--- src/rtl/audlink_pkg.sv ---
package audlink_pkg;

    // Word indices of the register window; order is decoded by software.
    typedef enum logic [3:0] {
        RG_CODEC_CTL = 4'd0,
        RG_CODEC_ADR = 4'd1,
        RG_CODEC_DO  = 4'd2,
        RG_CODEC_DI  = 4'd3,
        RG_DN_CTL    = 4'd4,
        RG_DN_ADR    = 4'd5,
        RG_DN_REM    = 4'd6,
        RG_RSVD      = 4'd7,
        RG_UP_CTL    = 4'd8,
        RG_UP_ADR    = 4'd9,
        RG_UP_REM    = 4'd10
    } reg_idx_e;

    typedef enum logic [1:0] {
        CH_IDLE   = 2'd0,
        CH_MEM    = 2'd1,
        CH_STREAM = 2'd2
    } ch_state_e;

    typedef enum logic [1:0] {
        ARB_FREE = 2'd0,
        ARB_DN   = 2'd1,
        ARB_UP   = 2'd2
    } arb_state_e;

    // Load strobe positions inside a channel's load vector.
    localparam int LD_CTL = 0;
    localparam int LD_ADR = 1;
    localparam int LD_REM = 2;

endpackage

--- src/rtl/audlink_regs.sv ---
module audlink_regs
    import audlink_pkg::*;
#(
    parameter int BUS_AW = 6,
    parameter int DW     = 32
) (
    input  logic              clk,
    input  logic              rst_n,
    input  logic              bus_sel,
    input  logic              bus_we,
    input  logic [BUS_AW-1:0] bus_addr,
    input  logic [DW/8-1:0]   bus_be,
    input  logic [DW-1:0]     bus_wdata,
    output logic [DW-1:0]     bus_rdata,
    output logic              irq_req,
    output logic              irq_rep,
    output logic [2:0]        dn_ld,
    output logic [2:0]        up_ld,
    input  logic [DW-1:0]     dn_ctl,
    input  logic [DW-1:0]     dn_adr,
    input  logic [DW-1:0]     dn_rem,
    input  logic [DW-1:0]     up_ctl,
    input  logic [DW-1:0]     up_adr,
    input  logic [DW-1:0]     up_rem
);

    localparam int IDX_W = BUS_AW - 2;

    logic             acc_ok;
    logic             wr_ok;
    logic             rd_ok;
    logic [IDX_W-1:0] idx;
    logic [DW-1:0]    cc_q;
    logic [DW-1:0]    ca_q;
    logic [DW-1:0]    cdo_q;
    logic [DW-1:0]    cdi_q;

    assign idx    = bus_addr[BUS_AW-1:2];
    assign acc_ok = bus_sel && (bus_be == '1) && (bus_addr[1:0] == 2'b00);
    assign wr_ok  = acc_ok && bus_we;
    assign rd_ok  = acc_ok && !bus_we;

    function automatic logic hit(input logic [IDX_W-1:0] i, input reg_idx_e r);
        return i == IDX_W'(r);
    endfunction

    assign dn_ld[LD_CTL] = wr_ok && hit(idx, RG_DN_CTL);
    assign dn_ld[LD_ADR] = wr_ok && hit(idx, RG_DN_ADR);
    assign dn_ld[LD_REM] = wr_ok && hit(idx, RG_DN_REM);
    assign up_ld[LD_CTL] = wr_ok && hit(idx, RG_UP_CTL);
    assign up_ld[LD_ADR] = wr_ok && hit(idx, RG_UP_ADR);
    assign up_ld[LD_REM] = wr_ok && hit(idx, RG_UP_REM);

    always_ff @(posedge clk) begin
        if (!rst_n) begin
            cc_q    <= '0;
            ca_q    <= '0;
            cdo_q   <= '0;
            cdi_q   <= '0;
            irq_req <= 1'b0;
            irq_rep <= 1'b0;
        end else begin
            irq_req <= 1'b0;
            irq_rep <= 1'b0;
            if (wr_ok && hit(idx, RG_CODEC_CTL)) begin
                // request-enable bit never sticks
                cc_q    <= {bus_wdata[DW-1:1], 1'b0};
                irq_req <= bus_wdata[0] && bus_wdata[1];
                irq_rep <= bus_wdata[0] && !bus_wdata[1];
            end
            if (wr_ok && hit(idx, RG_CODEC_ADR)) ca_q  <= bus_wdata;
            if (wr_ok && hit(idx, RG_CODEC_DO))  cdo_q <= bus_wdata;
            if (wr_ok && hit(idx, RG_CODEC_DI))  cdi_q <= bus_wdata;
        end
    end

    always_comb begin
        bus_rdata = '0;
        if (rd_ok) begin
            case (idx)
                IDX_W'(RG_CODEC_CTL): bus_rdata = cc_q;
                IDX_W'(RG_CODEC_ADR): bus_rdata = ca_q;
                IDX_W'(RG_CODEC_DO):  bus_rdata = cdo_q;
                IDX_W'(RG_CODEC_DI):  bus_rdata = cdi_q;
                IDX_W'(RG_DN_CTL):    bus_rdata = dn_ctl;
                IDX_W'(RG_DN_ADR):    bus_rdata = dn_adr;
                IDX_W'(RG_DN_REM):    bus_rdata = dn_rem;
                IDX_W'(RG_UP_CTL):    bus_rdata = up_ctl;
                IDX_W'(RG_UP_ADR):    bus_rdata = up_adr;
                IDX_W'(RG_UP_REM):    bus_rdata = up_rem;
                default:              bus_rdata = '0;
            endcase
        end
    end

endmodule

--- src/rtl/audlink_chan.sv ---
module audlink_chan
    import audlink_pkg::*;
#(
    parameter bit CAPTURE = 1'b0,
    parameter int DW      = 32,
    parameter int AW      = 32
) (
    input  logic          clk,
    input  logic          rst_n,
    input  logic [2:0]    ld,
    input  logic [DW-1:0] ld_val,
    output logic [DW-1:0] ctl_q,
    output logic [AW-1:0] adr_q,
    output logic [DW-1:0] rem_q,
    output logic          m_req,
    input  logic          m_ack,
    input  logic [DW-1:0] in_data,
    output logic [DW-1:0] sample_q,
    input  logic          xfer_ok,
    output logic          xfer_go,
    output logic          done_q
);

    localparam int STEP = DW / 8;

    ch_state_e state_q;
    ch_state_e state_n;
    logic      can_go;
    logic      beat_end;
    logic      take;

    assign can_go   = ctl_q[0] && (rem_q >= DW'(STEP));
    assign beat_end = (state_q == CH_MEM) && m_ack;

    generate
        if (CAPTURE) begin : g_cap
            always_comb begin
                state_n = state_q;
                xfer_go = (state_q == CH_IDLE) && can_go;
                take    = xfer_go && xfer_ok;
                unique case (state_q)
                    CH_IDLE: if (take)  state_n = CH_MEM;
                    CH_MEM:  if (m_ack) state_n = CH_IDLE;
                    default:            state_n = CH_IDLE;
                endcase
            end
        end else begin : g_play
            always_comb begin
                state_n = state_q;
                xfer_go = (state_q == CH_STREAM);
                take    = beat_end;
                unique case (state_q)
                    CH_IDLE:   if (can_go)  state_n = CH_MEM;
                    CH_MEM:    if (m_ack)   state_n = CH_STREAM;
                    CH_STREAM: if (xfer_ok) state_n = CH_IDLE;
                    default:                state_n = CH_IDLE;
                endcase
            end
        end
    endgenerate

    always_ff @(posedge clk) begin
        if (!rst_n) state_q <= CH_IDLE;
        else        state_q <= state_n;
    end

    assign m_req = (state_q == CH_MEM);

    always_ff @(posedge clk) begin
        if (!rst_n) begin
            ctl_q    <= '0;
            adr_q    <= '0;
            rem_q    <= '0;
            sample_q <= '0;
            done_q   <= 1'b0;
        end else begin
            if (ld[LD_CTL]) ctl_q <= ld_val;
            if (ld[LD_ADR])    adr_q <= AW'(ld_val);
            else if (beat_end) adr_q <= adr_q + AW'(STEP);
            if (ld[LD_REM])    rem_q <= ld_val;
            else if (beat_end) rem_q <= (rem_q >= DW'(STEP)) ? rem_q - DW'(STEP) : '0;
            if (take) sample_q <= in_data;
            done_q <= beat_end && !ld[LD_REM] && ctl_q[0] && (rem_q == DW'(STEP));
        end
    end

endmodule

--- src/rtl/audlink_arb.sv ---
module audlink_arb
    import audlink_pkg::*;
#(
    parameter int DW = 32,
    parameter int AW = 32
) (
    input  logic          clk,
    input  logic          rst_n,
    input  logic          dn_req,
    input  logic [AW-1:0] dn_addr,
    input  logic          up_req,
    input  logic [AW-1:0] up_addr,
    input  logic [DW-1:0] up_data,
    input  logic          mem_ack,
    output logic          mem_req,
    output logic          mem_we,
    output logic [AW-1:0] mem_addr,
    output logic [DW-1:0] mem_wdata,
    output logic          dn_ack,
    output logic          up_ack
);

    arb_state_e owner_q;
    arb_state_e owner_n;
    arb_state_e gsel;

    always_comb begin
        unique case (owner_q)
            ARB_DN:  gsel = ARB_DN;
            ARB_UP:  gsel = ARB_UP;
            default: gsel = dn_req ? ARB_DN : (up_req ? ARB_UP : ARB_FREE);
        endcase
        owner_n = (mem_req && !mem_ack) ? gsel : ARB_FREE;
    end

    always_ff @(posedge clk) begin
        if (!rst_n) owner_q <= ARB_FREE;
        else        owner_q <= owner_n;
    end

    always_comb begin
        mem_req   = 1'b0;
        mem_we    = 1'b0;
        mem_addr  = '0;
        mem_wdata = '0;
        unique case (gsel)
            ARB_DN: begin
                mem_req  = dn_req;
                mem_addr = dn_addr;
            end
            ARB_UP: begin
                mem_req   = up_req;
                mem_we    = 1'b1;
                mem_addr  = up_addr;
                mem_wdata = up_data;
            end
            default: ;
        endcase
        dn_ack = mem_ack && (gsel == ARB_DN);
        up_ack = mem_ack && (gsel == ARB_UP);
    end

endmodule

--- src/rtl/audlink_ctrl.sv ---
module audlink_ctrl
    import audlink_pkg::*;
#(
    parameter int BUS_AW = 6,
    parameter int DW     = 32,
    parameter int AW     = 32
) (
    input  logic              clk,
    input  logic              rst_n,
    input  logic              bus_sel,
    input  logic              bus_we,
    input  logic [BUS_AW-1:0] bus_addr,
    input  logic [DW/8-1:0]   bus_be,
    input  logic [DW-1:0]     bus_wdata,
    output logic [DW-1:0]     bus_rdata,
    output logic              mem_req,
    output logic              mem_we,
    output logic [AW-1:0]     mem_addr,
    output logic [DW-1:0]     mem_wdata,
    input  logic              mem_ack,
    input  logic [DW-1:0]     mem_rdata,
    output logic              play_valid,
    input  logic              play_ready,
    output logic [DW-1:0]     play_sample,
    input  logic              cap_valid,
    output logic              cap_ready,
    input  logic [DW-1:0]     cap_sample,
    output logic              irq_codec_req,
    output logic              irq_codec_rep,
    output logic              irq_play_done,
    output logic              irq_cap_done
);

    logic [2:0]    dn_ld, up_ld;
    logic [DW-1:0] dn_ctl, dn_rem, up_ctl, up_rem;
    logic [AW-1:0] dn_adr, up_adr;
    logic [DW-1:0] up_smp;
    logic          dn_req, up_req, dn_ack, up_ack;

    audlink_regs #(.BUS_AW(BUS_AW), .DW(DW)) u_regs (
        .clk(clk), .rst_n(rst_n),
        .bus_sel(bus_sel), .bus_we(bus_we), .bus_addr(bus_addr),
        .bus_be(bus_be), .bus_wdata(bus_wdata), .bus_rdata(bus_rdata),
        .irq_req(irq_codec_req), .irq_rep(irq_codec_rep),
        .dn_ld(dn_ld), .up_ld(up_ld),
        .dn_ctl(dn_ctl), .dn_adr(DW'(dn_adr)), .dn_rem(dn_rem),
        .up_ctl(up_ctl), .up_adr(DW'(up_adr)), .up_rem(up_rem)
    );

    audlink_chan #(.CAPTURE(1'b0), .DW(DW), .AW(AW)) u_dn (
        .clk(clk), .rst_n(rst_n),
        .ld(dn_ld), .ld_val(bus_wdata),
        .ctl_q(dn_ctl), .adr_q(dn_adr), .rem_q(dn_rem),
        .m_req(dn_req), .m_ack(dn_ack),
        .in_data(mem_rdata), .sample_q(play_sample),
        .xfer_ok(play_ready), .xfer_go(play_valid),
        .done_q(irq_play_done)
    );

    audlink_chan #(.CAPTURE(1'b1), .DW(DW), .AW(AW)) u_up (
        .clk(clk), .rst_n(rst_n),
        .ld(up_ld), .ld_val(bus_wdata),
        .ctl_q(up_ctl), .adr_q(up_adr), .rem_q(up_rem),
        .m_req(up_req), .m_ack(up_ack),
        .in_data(cap_sample), .sample_q(up_smp),
        .xfer_ok(cap_valid), .xfer_go(cap_ready),
        .done_q(irq_cap_done)
    );

    audlink_arb #(.DW(DW), .AW(AW)) u_arb (
        .clk(clk), .rst_n(rst_n),
        .dn_req(dn_req), .dn_addr(dn_adr),
        .up_req(up_req), .up_addr(up_adr), .up_data(up_smp),
        .mem_ack(mem_ack),
        .mem_req(mem_req), .mem_we(mem_we), .mem_addr(mem_addr),
        .mem_wdata(mem_wdata),
        .dn_ack(dn_ack), .up_ack(up_ack)
    );

endmodule

--- config.mk ---
export PLATFORM = sky130hd
export DESIGN_NAME = audlink_ctrl
export DESIGN_NICKNAME = d
export VERILOG_FILES = /design/src/rtl/audlink_pkg.sv /design/src/rtl/audlink_regs.sv /design/src/rtl/audlink_chan.sv /design/src/rtl/audlink_arb.sv /design/src/rtl/audlink_ctrl.sv
export SDC_FILE = /design/constraint.sdc
export NUM_CORES = 1
export LEC_CHECK = 0
export BUFFER_PORTS_ARGS = -buffer_cell sky130_fd_sc_hd__clkbuf_2
export CAP_MARGIN = 0
export CORE_MARGIN = 2
export CORE_UTILIZATION = 50
export CTS_CLUSTER_SIZE = 16
export DETAILED_ROUTE_END_ITERATION = 10
export PLACE_DENSITY = 0.73
export SYNTH_ARGS = -nofsm -noshare
export SYNTH_HDL_FRONTEND = slang
export SYNTH_HIERARCHICAL = 1
export SYNTH_SLANG_ARGS = --single-unit
--- constraint.sdc ---
create_clock -name clk -period 3.2 [get_ports clk]
set_clock_uncertainty 0.15 [all_clocks]
set_input_delay 0.16 -clock clk [delete_from_list [all_inputs] [get_ports clk]]
set_output_delay 0.16 -clock clk [all_outputs]
set_load 0.05 [all_outputs]
==> results.sh <==
export IMPL_n_fill_cell=3141
export IMPL_ios=249
export IMPL_syn_num_nets=2316
export IMPL_worst_slew_pin_slew_ns=0.921
export IMPL_numPlacedInstances=2855
export IMPL_hpwl_um=45400
export IMPL_regArea_um2=7850
export IMPL_cts_buffer_depth=3
export IMPL_crit_arrival_ns=3.41
export IMPL_ys_types=79
export IMPL_grt_pass1_vias=18300
export IMPL_initial_core_util_pct=50.8
export IMPL_grt_antenna_before_repair=1
export IMPL_dieWidth_um=203
export IMPL_tritoncts="done"
export IMPL_fmax_mhz=324
export IMPL_dr_first_iter_drc_count=2365
export IMPL_end_kind="flip-flop"
export IMPL_synth_flop_cell="dfxtp_1"
export IMPL_cp_num_cells=12
export IMPL_cts_buffers=45
export IMPL_nets=2606
export IMPL_routabilityCongestion=0.946
export IMPL_cp_cell_sequence="inv_1 -> ha_2 -> nand2b_4 -> and2_2 -> ha_1 -> and2_4 -> nand3b_1 -> nor4_4 -> and3_1 -> nand4_1 -> xor2_1 -> a21oi_1"
export IMPL_comb_power_share_pct=5.1
export IMPL_netlist_instances=2193
export IMPL_slowest_stage="nor4_4"
export IMPL_routed_wirelength_um=71800
export IMPL_min_path_type="in2reg"
export IMPL_status="finished clean"
export IMPL_cts_setup_buffers=0
export IMPL_p_sw_share_pct=22.6
export IMPL_instances_no_fill=3034
export IMPL_portBuffers=248
export IMPL_ir_worst_vdd_uv=376
export IMPL_tns_ns=0
export IMPL_setup_viol=0
export IMPL_worstPathRequired_ns=3.52
export IMPL_r2r_end="u_dn/adr_q[27]$_SDFFE_PN0N_"
export IMPL_drive_above_1_share_pct=17.9
export IMPL_synth_edf_count=0
export IMPL_yosys_top_cells_area="dfxtp_1 (40%), mux2i_1 (12%), nor2b_1 (5.4%), nand2_1 (4.2%), a22o_1 (2.9%)"
export IMPL_crit_type="reg2reg"
export IMPL_grt_overflow_total=0
export IMPL_p_sw_mw=2.40
export IMPL_final_cell_mix="dfxtp_1 (392), mux2i_1 (235), clkbuf_2 (223), nand2_1 (223), nor2b_1 (169)"
export IMPL_clock_power_share_pct=49.1
export IMPL_crit_path_start_kind="flip-flop"
export IMPL_cp_buffers_inverters=1
export IMPL_path_delay_family="simple AND/OR/NAND/NOR gates"
export IMPL_wire_per_inst_um=23.7
export IMPL_place_area_um2=21900
export IMPL_grtUsageTotal_pct=33.8
export IMPL_power_total_mw=10.7
export IMPL_rr_startpoint="u_arb/owner_q[0]$_SDFF_PN0_"
export IMPL_whs_ns=0.0682
export IMPL_design_area_um2=24500
export IMPL_crit_end="u_dn/adr_q[27]$_SDFFE_PN0N_"
export IMPL_maxSlewHeadroom_pct=38.6
export IMPL_ant_nets=0
export IMPL_multi_input_area_um2=11100
export IMPL_r2r_slack_ns=0.11
export IMPL_grt_max_degree=115
export IMPL_power_frac_seq_pct=45.8
export IMPL_min_period_ns=3.09
export IMPL_synth_seq_area_share_pct=39.8
export IMPL_max_cap_viol_count=0
export IMPL_ys_warn_count=6
export IMPL_p_int_mw=8.25
export IMPL_final_common_cell="dfxtp_1"
export IMPL_r2r_cells=12
export IMPL_worstPathMaxFanout=5
export IMPL_clock_latency_ns=0.57
export IMPL_grt_pass1_wl_um=108000
export IMPL_synth_area_per_cell_um2=9.00
export IMPL_postSynth_asyncResetShare_pct=0
export IMPL_dieArea_um2=41100
export IMPL_p_per_area_nw_per_um2=435
export IMPL_yosys_area_top_type="dfxtp_1"
export IMPL_num_vias=18900
export IMPL_drtPass1Iterations=6
export IMPL_slowest_delay_ns=0.42
export IMPL_synth_top_cell_area_share_pct=39.8
export IMPL_drc=0
export IMPL_syn_to_final_growth_pct=24.0
export IMPL_vias_per_cell=6.23
export IMPL_startpoint="u_arb/owner_q[0]$_SDFF_PN0_"
export IMPL_post_route_period_util_pct=96.4
export IMPL_dieHeight_um=203
export IMPL_syn_area_um2=19700
export IMPL_cts_sinks=392
export IMPL_fp_row_count=72
export IMPL_h_tree_depth=2
export IMPL_rsz0062_at_grt="no"
export IMPL_core_um2=38800
export IMPL_path_clk_slew_ns=0.06
export IMPL_finalHoldViolations=0
export IMPL_drv_slew=0
export IMPL_power_leakage_nw=9.63
export IMPL_ys_ff_latch=392
export IMPL_cts_root_buf="clkbuf_16"
==> per-stage QoR <==
stage               utilization (%)  worst slack (ns)
floorplan                         -            0.0174
global placement               56.5             0.269
detailed placement             56.5             0.138
CTS                            62.9            0.0308
global route                   63.0          0.000232
finish                         63.0             0.114
==> flip-flops by register name, summed over array words and instances, names as in the netlist <==
signal and flops:
u_arb/owner_q 2, u_dn/adr_q 32, u_dn/ctl_q 32, u_dn/done_q 1, u_dn/rem_q 32, u_dn/sample_q 32, u_dn/state_q 2, u_regs/ca_q 32
u_regs/cc_q 31, u_regs/cdi_q 32, u_regs/cdo_q 32, u_regs/irq_rep 1, u_regs/irq_req 1, u_up/adr_q 32, u_up/ctl_q 32, u_up/done_q 1
u_up/rem_q 32, u_up/sample_q 32, u_up/state_q 1
==> worst min path at each step <==
stage / slack, ns / endpoint / cells after the start / start
global route: 0.13 / u_dn/sample_q[22]$_SDFFE_PN0P_ / 2 / rst_n
global placement: 0.24 / u_up/sample_q[12]$_SDFFE_PN0P_ / 3 / cap_sample[12]
detailed placement: 0.25 / u_up/sample_q[2]$_SDFFE_PN0P_ / 3 / cap_sample[2]
floorplan: 0.09 / u_regs/irq_rep$_SDFF_PN0_ / 1 / bus_wdata[1]
finish: 0.07 / u_dn/sample_q[22]$_SDFFE_PN0P_ / 2 / rst_n
CTS: 0.11 / u_up/rem_q[29]$_SDFFE_PN0P_ / 2 / rst_n
==> timing repair <==
action | in CTS | in global routing
endpoints found under the hold margin | 322 | 0
hold buffers | 99 | 0
endpoints found under the setup margin | 44 | 29
resized for setup | 3 | 11
==> synthesized netlist by cell type, types with 5 or more instances <==
cell and count:
a211oi_1 9, a21boi_0 34, a21oi_1 56, a221oi_1 64, a22o_1 65, a22oi_1 65, a31oi_1 34, and2_1 47
and3_1 9, and4_1 13, buf_1 11, buf_2 47, buf_4 12, buf_6 6, clkbuf_1 95, dfxtp_1 392
ha_1 10, inv_1 29, mux2i_1 236, nand2_1 223, nand3_1 31, nand4_1 22, nor2_1 120, nor2b_1 169
nor3_1 38, nor3b_1 7, nor4_1 30, nor4b_4 5, nor4bb_1 5, o21a_1 10, o21ai_0 71, o21ai_1 22
o31a_1 5, or3_1 14, or4_1 15, xnor2_1 56, xor2_1 39
==> per-layer routing <==
metal  up-vias  GRT usage, %  part of all wire [%]
li1       8450             -                     -
met4         0          16.2                   5.0
met5         -             0                     0
met2      1150          54.6                    46
met1      9068          43.4                    39
met3       237          6.57                    10
==> final cells by class <==
class,count,area share (%)
well taps,518,2.65
multi-input cells,1595,45.5
clock inverters,12,0.685
repair buffers,418,13.2
flip-flops and latches,392,32.1
inverters,31,0.476
clock buffers,66,5.37
diodes,2,0.0205
==> power by group through the flow <==
stage	sequential, mW	combinational (mW)	clock, mW
4_1_cts	4.88	0.524	5.26
3_5_place_dp	4.99	0.427	0
2_1_floorplan	4.99	0.185	0
5_1_grt	4.88	0.560	5.48
6_report	4.88	0.542	5.23
3_3_place_gp	4.99	0.421	0
==> worst register-to-register path: cells and delay by family, from the launching register on <==
kind,cells,cell delay (ns)
flops,1,0.34
buf+inv,1,0.05
fa+ha+maj,2,0.54
simple gates,7,1.52
xor+xnor,1,0.18
compound gates,1,0.22
==> cells by family after synthesis <==
family          share of synthesized area (%)
compound gates                           16.5
xor+xnor                                 4.22
fa+ha+maj                               0.634
buf+inv                                  4.79
flops                                    39.8
mux                                      12.1
simple gates                             22.0
No activity file was read; power rests on OpenSTA's default activity.
